$ cat config.mk
export PLATFORM = sky130hd
export DESIGN_NAME = jitter_elastic_store
export DESIGN_NICKNAME = d
export VERILOG_FILES = /design/src/rtl/jitter_elastic_store.sv
export SDC_FILE = /design/constraint.sdc
export NUM_CORES = 1
export LEC_CHECK = 0
export BUFFER_PORTS_ARGS = -buffer_cell sky130_fd_sc_hd__buf_2
export CORE_AREA = 2 2 143 145
export CTS_CLUSTER_DIAMETER = 60
export DETAILED_ROUTE_END_ITERATION = 10
export DIE_AREA = 0 0 145 147
export PLACE_DENSITY = 0.64
export SETUP_SLACK_MARGIN = 0.3
export SYNTH_ARGS = -nofsm -noshare
export SYNTH_HDL_FRONTEND = slang
export SYNTH_SLANG_ARGS = --single-unit
$ cat constraint.sdc
create_clock -name clk -period 4.2 [get_ports clk]
set_input_delay 0.21 -clock clk [delete_from_list [all_inputs] [get_ports clk]]
set_output_delay 0.21 -clock clk [all_outputs]
set_load 0.02 [all_outputs]
$ cat src/rtl/jitter_elastic_store.sv
module jitter_elastic_store #(
  parameter int DEEP_BITS     = 128,
  parameter int SHALLOW_BITS  = 32,
  parameter int DEEP_LIMIT    = 120,
  parameter int SHALLOW_LIMIT = 28,
  parameter int NOM_DIV       = 16
) (
  input  logic       clk,
  input  logic       rst_n,
  input  logic       deep_sel,
  input  logic       path_tx,
  input  logic       bypass,
  input  logic       trip_clr,
  input  logic       rx_en,
  input  logic       rx_bit,
  input  logic       tx_en,
  input  logic       tx_bit,
  output logic       rx_out_en,
  output logic       rx_out_bit,
  output logic       tx_out_en,
  output logic       tx_out_bit,
  output logic [7:0] fill,
  output logic       trip
);
  localparam int AW = $clog2(DEEP_BITS);
  localparam int FW = AW + 1;
  localparam int CW = $clog2(NOM_DIV + 1);

  logic          deep_q;
  logic [FW-1:0] fill_q;
  logic [AW-1:0] wp, rp;
  logic [CW-1:0] cnt;
  logic          buf_stb, buf_bit, trip_q;
  logic          mem [DEEP_BITS];

  logic [FW-1:0] depth, half, hlim, new_half;
  logic [CW-1:0] reload;
  logic          recentre, tick, do_rd, do_wr, in_en, in_bit, hi, lo;

  assign depth    = deep_q ? FW'(DEEP_BITS) : FW'(SHALLOW_BITS);
  assign half     = depth >> 1;
  assign hlim     = deep_q ? FW'(DEEP_LIMIT / 2) : FW'(SHALLOW_LIMIT / 2);
  assign new_half = deep_sel ? FW'(DEEP_BITS / 2) : FW'(SHALLOW_BITS / 2);
  assign recentre = deep_sel != deep_q;

  assign in_en  = path_tx ? tx_en : rx_en;
  assign in_bit = path_tx ? tx_bit : rx_bit;

  assign hi     = fill_q > (half + hlim);
  assign lo     = fill_q < (half - hlim);
  assign reload = hi ? CW'(NOM_DIV - 2) : lo ? CW'(NOM_DIV) : CW'(NOM_DIV - 1);

  assign tick  = (cnt == '0) && !bypass && !recentre;
  assign do_rd = tick && (fill_q != '0);
  assign do_wr = in_en && !bypass && !recentre && ((fill_q != depth) || do_rd);

  function automatic logic [AW-1:0] wrap_inc(input logic [AW-1:0] p, input logic [FW-1:0] d);
    return (p == AW'(d - 1'b1)) ? '0 : p + 1'b1;
  endfunction

  always_ff @(posedge clk) begin
    if (do_wr) mem[wp] <= in_bit;
  end

  always_ff @(posedge clk or negedge rst_n) begin
    if (!rst_n) begin
      deep_q  <= 1'b1;
      fill_q  <= FW'(DEEP_BITS / 2);
      wp      <= AW'(DEEP_BITS / 2);
      rp      <= '0;
      cnt     <= CW'(NOM_DIV - 1);
      buf_stb <= 1'b0;
      buf_bit <= 1'b0;
    end else if (recentre) begin
      deep_q  <= deep_sel;
      fill_q  <= new_half;
      wp      <= AW'(new_half);
      rp      <= '0;
      cnt     <= CW'(NOM_DIV - 1);
      buf_stb <= 1'b0;
    end else if (bypass) begin
      buf_stb <= 1'b0;
    end else begin
      cnt     <= tick ? reload : cnt - 1'b1;
      fill_q  <= fill_q + FW'(do_wr) - FW'(do_rd);
      buf_stb <= do_rd;
      if (do_rd) begin
        buf_bit <= mem[rp];
        rp      <= wrap_inc(rp, depth);
      end
      if (do_wr) wp <= wrap_inc(wp, depth);
    end
  end

  always_ff @(posedge clk or negedge rst_n) begin
    if (!rst_n)                                  trip_q <= 1'b0;
    else if (tick && reload != CW'(NOM_DIV - 1)) trip_q <= 1'b1;
    else if (trip_clr)                           trip_q <= 1'b0;
  end

  assign rx_out_en  = (bypass || path_tx)  ? rx_en  : buf_stb;
  assign rx_out_bit = (bypass || path_tx)  ? rx_bit : buf_bit;
  assign tx_out_en  = (bypass || !path_tx) ? tx_en  : buf_stb;
  assign tx_out_bit = (bypass || !path_tx) ? tx_bit : buf_bit;
  assign fill       = 8'(fill_q);
  assign trip       = trip_q;
endmodule


Word level (Yosys, flattened, before mapping)
Memory sizes are Yosys's and may differ from the RTL's. A register that Yosys moved wholly into a read port is not among the register bits.
Index checks and enable logic that the tools add are counted.
Storage, ports and cells
  flip-flop bits (word level): 30
  RAM bits: 128
  input port bits: 10
  output and inout bits: 13
  word-level logic and storage cells: 78
  memories: 1
Operators by class
  add/sub/neg operators: 8
  magnitude comparators: 2
  equality and inequality tests: 6
  mux-type cells: 30
  bitwise operators: 2
  reductions and logical operators: 22
Memories
  mem: depth 128, width 1, read ports 1, clocked after memory_dff 1, write ports 1, RTL line 34  | logic mem [DEEP_BITS];
Operators by type and width (count)
  2-to-1 mux 7 bit: 9
  2-to-1 mux 5 bit: 5
  2-to-1 mux 8 bit: 3
  adder 7 x 1 -> 7 bit, second input constant: 2
  equality test 7 bit: 2
  2-to-1 mux 1 bit: 12
  adder 7 x 6 -> 8 bit: 1
  adder 8 x 1 -> 8 bit: 1
  greater-than comparator 8 bit: 1
  less-than comparator 8 bit: 1
  != test 8 bit: 1
  nonzero test 8 bit: 1
  subtractor 7 x 6 -> 8 bit: 1
  subtractor 8 x 1 -> 8 bit: 1
  logical AND 1 bit: 7
  subtractor 7 x 1 -> 7 bit, second input constant: 1
  2-to-1 mux 6 bit: 1
  nonzero test 2 bit: 3
  zero test 5 bit: 1
  != test 5 x 4 -> 1 bit, second input constant: 1
  subtractor 5 x 1 -> 5 bit, second input constant: 1
  zero test 1 bit: 4
  AND reduction 2 bit: 2
  logical OR 1 bit: 3
  other kinds (4): 5

Longest topological paths before layout
Gate-level depths: netlist of run 1.
  depth in word-level cells: 10
  gate-level depth with buffers: 17
  mapped depth without buffers: 17

Worst setup path after synthesis of run 1
OpenSTA, ideal clock, no wires.
  path kind: register to register
  from: reg cnt[0]
  to: reg fill_q[6], in the netlist fill[6]
  library setup time: 0.088 ns
  arrival time: 3.625 ns
  data required time: 4.112 ns
  path slack: 0.487 ns
  stages on the path, launching flop included: 18
  path buffers: 0
  period minus slack after synthesis: 3.713 ns
  path through: dfstp_2 inv_1 ha_1 or4b_4 or3_4 a31oi_1 nand2b_1 o21ai_0 ha_1 inv_1 fa_1 nand2b_1 a21oi_1 o21ai_0 a21oi_1 o21a_1 o31ai_1 maj3_1
Between the ends
  word-level cells in the longest chain between the ends: 10
Ends and longest elaborated chain
  from (decl): RTL line 32  | logic [CW-1:0] cnt;
  from (signal assigned): RTL line 71  | cnt <= CW'(NOM_DIV - 1);
  from (signal assigned): RTL line 79  | cnt <= CW'(NOM_DIV - 1);
  from (signal assigned): RTL line 84  | cnt <= tick ? reload : cnt - 1'b1;
  zero test 5 bit *: RTL line 53  | assign tick = (cnt == '0) && !bypass && !recentre;
  logical AND 1 bit * (2 in a row): RTL line 53
  logical AND 1 bit *: RTL line 54  | assign do_rd = tick && (fill_q != '0);
  logical OR 1 bit: RTL line 55  | assign do_wr = in_en && !bypass && !recentre && ((fill_q != depth) || do_rd);
  logical AND 1 bit: RTL line 55
  adder 8 x 1 -> 8 bit: RTL line 85  | fill_q <= fill_q + FW'(do_wr) - FW'(do_rd);
  subtractor 8 x 1 -> 8 bit *: RTL line 85
  2-to-1 mux 8 bit *: RTL line 81  | end else if (bypass) begin
  2-to-1 mux 8 bit *: RTL line 74  | end else if (recentre) begin
  to (signal assigned): RTL line 68  | fill_q <= FW'(DEEP_BITS / 2);
  to (signal assigned): RTL line 76  | fill_q <= new_half;
  to (signal assigned): RTL line 85
  to (decl): RTL line 30  | logic [FW-1:0] fill_q;
Every way passes the cells marked *; elsewhere a longest branch is shown, timed or not. The select of a mux whose other input is x is not followed.
A chain may end at the register's enable or synchronous reset.

Worst setup path in the final report of run 1
Ends and elaborated chain as after synthesis.

==> impl_metrics.yaml, run 1 <==
routing:
  wl_microns: 16680
  drtAntennaViolNets: 0
  routedWlPerCell_microns: 18.01
  drt_pass1_iterations: 5
  num_vias: 5083
  drtIter0Drc: 438
  route.detailed.drc: 0
  viasPerCell: 5.489
die:
  ioPinCount: 23
  core_area_sq_um: 19840
  fp-row-count: 52
  die_h_microns: 147
  die_area_sq_um: 21320
  start_util_pct: 39.33
  fp.dieW_microns: 145
job:
  cap_violations: 0
worst_setup_path:
  endpoint_kind: "flop"
  crit_start: "cnt[0]"
  r2r_setup_slack_ps: 430
  critPathCapture: "fill[6]"
  crit_required_ps: 4550
  worstSetupPathType: "reg -> reg"
  worstReg2RegStart: "cnt[0]"
  crit_fanout: 5
  arrival_ps: 4120
  ff2ff_path_depth: 17
  r2r-end: "fill[6]"
  startpoint_type: "flop"
sta:
  finClkSkew_ps: 8.399
  max_slew_margin_pct: 48.44
  finalSetupTns_ps: 0
  report.final.slew_viol_count: 0
  rsz0062_at_grt: "no"
  max_freq_mhz: 265.2
  hold_viol_final: 0
  worstMarginPinSlew_ps: 773.4
  period_share_pct: 89.78
  finalSetupViolCount: 0
  finalCriticalPeriod_ps: 3771
yosys:
  yosys.area_share.simple_pct: 15.02
  synthXorXnorAreaFrac_pct: 1.234
  synth_cells: 624
  synth_top_family_by_area: "simple AND/OR/NAND/NOR gates"
  synth_compound_area_share_pct: 7.038
  yosysWarnings: 0
  synthMuxAreaShare_pct: 10.58
  yosys.area.top_type: "edfxtp_1"
  syn_area_sq_um: 7805
  mappedNetlistNets: 655
  synth_area_per_cell_sq_um: 12.51
  synth_async_sr_flop_share_pct: 19.50
  yosysSeqAreaShare_pct: 59.30
  synth_cell_types: 59
  synth_edf_count: 128
  post_synth_fa_ha_maj_area_fraction_pct: 3.719
  yosysTopAreaCellShare_pct: 49.25
  ys_ff_latch: 159
  synthFlopType: "edfxtp_1"
  netlist_top_cells_area: "edfxtp_1 49%, mux4_2 8.9%, dfrtp_1 7.7%"
final_layout:
  area_growth_pct: 13.50
  diodes: 0
  instances_no_fill: 926
  layout_common_cells: "147 x nor2_1, 128 x edfxtp_1, 31 x mux4_2"
  n_fill_cell: 1764
  drive_gt1_share_pct: 20.12
  regArea_sq_um: 4629
  layout.cells.most_common: "nor2_1"
  fin_nets: 674
  finish.utilization_pct: 44.64
  multi_input_area_sq_um: 2983
clocking:
  cts_buffer_depth: 2
  cts_buffers: 17
  htree_levels: 4
  cts_tree: "built"
  clkTransAtPathRegs_ps: 70
  cts_sinks: 159
  cts.root.buffer_cell: "clkbuf_16"
  clk_latency_ps: 430
pwr:
  p_leak_nw: 2.981
  powerDensity_nw_per_um2: 414.2
  vdd_drop_max_mv: 0.2335
global_routing:
  grt_overflow: 0
  first_global_vias: 5043
  grt_pass1_wl_microns: 26770
  grt_antenna_before_repair: 0
  grt_max_degree: 83
  track_usage_pct: 16.19
place:
  gp_congestion: 0.8646
  io_buffers: 22
  placedCellCount: 888
  hpwlAfterDp_microns: 10570
worst_hold_path:
  hold_class: "in -> reg"
outcome:
  status: "completed"
power breakdown:
group          leakage, nW  internal [mW]  switching (mW)
Sequential            1.55           1.74          0.0388
Clock                0.294          0.897           0.674
Combinational         1.14          0.113           0.206
Total                 2.98           2.75           0.919
registers in the layout, indices dropped and copies added (netlist names):
| name | count |
|---|---|
| cnt | 5 |
| mem | 128 |
| wp | 7 |
| fill | 8 |
| deep_q | 1 |
| buf_bit | 1 |
| rp | 7 |
| buf_stb | 1 |
| trip | 1 |
layer usage:
metal  vias to the layer above  routed length (microns)  GRT usage [%]
met5                         -                        0              0
met4                         0                      365          6.634
met3                        32                      762          2.547
met2                       149                     8515          28.12
met1                      2561                     7035          20.35
li1                       2341                        -              -
cells by family (layout without fill, tap and decap cells):
group,count (synthesis),in the layout
and+or+nand+nor,250,250
xor gates and xnor gates,11,11
adders and majority gates,23,23
muxes,43,43
buffers and inverters,57,89
DFF,159,159
AOI/OAI and AO/OA,81,81
critical path, cell delays in order (launching register included):
cell and delay (ps):
dfstp_2 390, inv_2 90, ha_4 140, or4b_4 490, or3_4 420, a31oi_4 170, nand2b_1 100, o21ai_0 90
ha_2 210, inv_1 50, fa_1 380, nand2b_4 170, a21oi_4 140, o21ai_1 70, a21oi_1 190, o21a_1 140
o31ai_1 70, maj3_1 360
metrics by stage:
stage                     setup slack, ps  hold slack, ps  total power [mW]  instance area (sq um)
after floorplan                     487.4          -85.59             2.021                   7805
after global placement              438.0           299.9             2.103                   8158
after detailed placement            283.7           305.8             2.117                   8158
after CTS                           301.1           222.0             3.681                   8793
after global routing                286.6           260.4             3.800                   8859
final                               429.2           237.1             3.669                   8859
worst min-delay path by stage:
stage | start | end | slack, ps | cells after the start
after detailed placement | rst_n | fill[1] | 310 | 1
after global routing | bypass | fill[2] | 260 | 3
after floorplan | rst_n | buf_bit | -90 | 0
after CTS | bypass | fill[2] | 220 | 3
after global placement | rst_n | fill[0] | 300 | 1
final | bypass | fill[2] | 240 | 3
repair_timing:
action | CTS | global route
pin swaps | 1 | 3
hold buffers | 3 | 0
resized for setup | 1 | 10
endpoints found under the setup margin | 1 | 3
endpoints found under the hold margin | 26 | 0
setup buffers | 0 | 3
area by class of cell:
| cell class | count | share of cell area (%) |
|---|---|---|
| Timing Repair Buffer | 38 | 2.684 |
| Multi-Input combinational cell | 408 | 33.67 |
| Clock inverter | 15 | 1.963 |
| Sequential cell | 159 | 52.26 |
| Clock buffer | 17 | 4.802 |
| Inverter | 19 | 0.8051 |
| Tap cell | 270 | 3.814 |
synth_stat cells, drive strengths merged, types with 2 or more instances:
library cell,instances
nor3,13
and2,2
nand3b,2
o21ai,20
or3,2
o21a,2
nor3b,3
o22ai,2
maj3,2
a221oi,5
dfrtp,24
a22o,5
a21oi,21
ha,20
nand3,18
edfxtp,128
nand2b,3
mux4,31
nor2b,9
xor2,6
a211oi,3
o31ai,7
nand4,7
clkbuf,17
nand4b,2
and3,9
mux2i,6
xnor2,5
inv,19
mux2,6
dfstp,7
a22oi,4
a31oi,2
buf,21
nand2,28
or4b,2
nor2,148
No activity file was read; power rests on OpenSTA's default activity.
==> run 2: changes to the inputs <==
--- a/config.mk
+++ b/config.mk
@@ -6,11 +6,13 @@
 export NUM_CORES = 1
 export LEC_CHECK = 0
 export BUFFER_PORTS_ARGS = -buffer_cell sky130_fd_sc_hd__buf_2
+export CELL_PAD_IN_SITES_DETAIL_PLACEMENT = 1
+export CELL_PAD_IN_SITES_GLOBAL_PLACEMENT = 2
 export CORE_AREA = 2 2 143 145
 export CTS_CLUSTER_DIAMETER = 60
 export DETAILED_ROUTE_END_ITERATION = 10
 export DIE_AREA = 0 0 145 147
-export PLACE_DENSITY = 0.64
+export PLACE_DENSITY = 0.82
 export SETUP_SLACK_MARGIN = 0.3
 export SYNTH_ARGS = -nofsm -noshare
 export SYNTH_HDL_FRONTEND = slang
==> run 2 against run 1 <==
Global-route usage grew 3.0 points. Combinational power grew 5%. Die area is the same. First-iteration DRC count shrank 19%. Sequential power is essentially flat. Sequential cell count is the same. Critical path depth is the same. Clock power shrank 6%. Cell count grew 0.32%. Non-clock buffer count grew 3. Sequential share of layout area grew 0.059 points. Routed wire length grew 17%.
==> impl_metrics.yaml, run 2 (synthesized netlist as in run 1, its figures left out) <==
global_routing:
  track_usage_pct: 19.23
  first_global_vias: 5616
  use_met2_pct: 33.33
  grt_overflow: 0
  grt_use_met3_pct: 3.944
  grt_antenna_before_repair: 0
  grt_pass1_wl_microns: 31490
  met1_usage_pct: 24.14
  grt_max_degree: 53
  grt.busiest_layer: "met2"
worst_setup_path:
  startpoint_type: "flop"
  endpoint_kind: "flop"
  arrival_ps: 4090
  worstSetupPathType: "reg -> reg"
  worstReg2RegStart: "cnt[0]"
  crit_fanout: 5
  crit_start: "cnt[0]"
  crit_required_ps: 4560
clocking:
  clk_latency_ps: 440
  cts_buffers: 17
  cts_buffer_depth: 2
  cts.root.buffer_cell: "clkbuf_16"
  cts_tree: "built"
  clkTransAtPathRegs_ps: 70
  cts_sinks: 159
  htree_levels: 4
routing:
  routedWlPerCell_microns: 21.00
  route.detailed.drc: 0
  viasPerCell: 5.478
  drtIter0Drc: 354
  drtAntennaViolNets: 0
  drt_pass1_iterations: 4
  wl_microns: 19510
  num_vias: 5089
die:
  ioPinCount: 23
  die_h_microns: 147
  start_util_pct: 39.33
  fp.dieW_microns: 145
  core_area_sq_um: 19840
  fp-row-count: 52
  die_area_sq_um: 21320
final_layout:
  area_growth_pct: 13.37
  largest_reg_flops: 128
  layout.cells.most_common: "nor2_1"
  largest_register: "mem"
  drive_gt1_share_pct: 20.64
  diodes: 0
  multi_input_area_sq_um: 2994
  fin_nets: 677
  finish.utilization_pct: 44.59
  n_fill_cell: 2097
  layout_common_cells: "147 x nor2_1, 128 x edfxtp_1, 31 x mux4_2"
  regArea_sq_um: 4629
pwr:
  p_leak_nw: 2.976
  powerDensity_nw_per_um2: 404.7
  power.total_mw: 3.581
  vdd_drop_max_mv: 0.3140
job:
  cap_violations: 0
sta:
  finClkSkew_ps: 14.17
  report.final.slew_viol_count: 0
  finalSetupViolCount: 0
  worstMarginPinSlew_ps: 835.0
  max_freq_mhz: 267.8
  rsz0062_at_grt: "no"
  period_share_pct: 88.91
  hold_viol_final: 0
  max_slew_margin_pct: 43.94
  fin_ws_ps: 465.8
  finalCriticalPeriod_ps: 3734
  finalSetupTns_ps: 0
place:
  pre_cts_ws_ps: 198.7
  hpwlAfterDp_microns: 12720
  io_buffers: 22
  gp_congestion: 0.8058
outcome:
  status: "completed"
worst_hold_path:
  worstHoldStart: "bypass"
  hold_class: "in -> reg"
## run 2: cell count changes in the layout (fill, tap and decap cells not counted), sizes merged
cell      change
buf           +3
bufinv        -2
clkinv        +2
clkinvlp      +2
inv           -2
## run 2: stage by stage
stage / hold WS [ps] / instances / instance area, sq um
after floorplan: -85.59 / 624 / 7805
after global placement: 308.5 / 892 / 8188
after detailed placement: 316.8 / 892 / 8188
after CTS: 222.9 / 928 / 8812
after global routing: 277.0 / 929 / 8848
final: 235.1 / 929 / 8848
## run 2: worst max-delay path: stages (launching register included)
cell      delay, ps
dfstp_2         390
inv_1           110
ha_4            150
or4b_4          470
or3_4           410
a31oi_4         160
nand2b_1        130
o21ai_2          90
ha_2            190
inv_1            60
fa_2            350
nand2b_4        170
a21oi_4         150
o21ai_1         100
a21oi_2         170
o21a_1          120
o31ai_1          70
maj3_1          360
## run 2: worst paths after layout
path                           end  slack [ps]  cells after the start
setup reg to reg           fill[6]         470                     17
hold / removal             fill[2]         240                      3
hold reg to reg             cnt[4]         520                      1
setup / recovery           fill[6]         470                     17
max in group asynchronous    rp[0]        3300                      2
min in group asynchronous  fill[3]         370                      2
## run 2: area by class of cell
cell class,instances,area share (%)
Clock buffer,17,4.808
Tap cell,270,3.818
Clock inverter,15,1.471
Sequential cell,159,52.32
Multi-Input combinational cell,408,33.84
Inverter,19,0.8060
Timing Repair Buffer,41,2.941
## run 2: layer usage
| layer | part of all wire (%) | up-vias | routed length (microns) |
|---|---|---|---|
| met4 | 1.5 | 0 | 289 |
| met5 | 0 | - | 0 |
| met2 | 51 | 95 | 9995 |
| met1 | 43 | 2632 | 8483 |
| li1 | - | 2337 | - |
| met3 | 3.8 | 25 | 743 |
## run 2: what timing repair did
action / CTS / global route
setup endpoints to repair: 2 / 3
gates resized for setup: 6 / 8
setup buffers: 1 / 1
hold endpoints to repair: 26 / 0
hold buffers: 3 / 0
pin swaps: 2 / 4
## run 2: power breakdown
| group | switching (mW) | internal (mW) |
|---|---|---|
| Combinational | 0.220 | 0.117 |
| Clock | 0.693 | 0.774 |
| Sequential | 0.0398 | 1.74 |
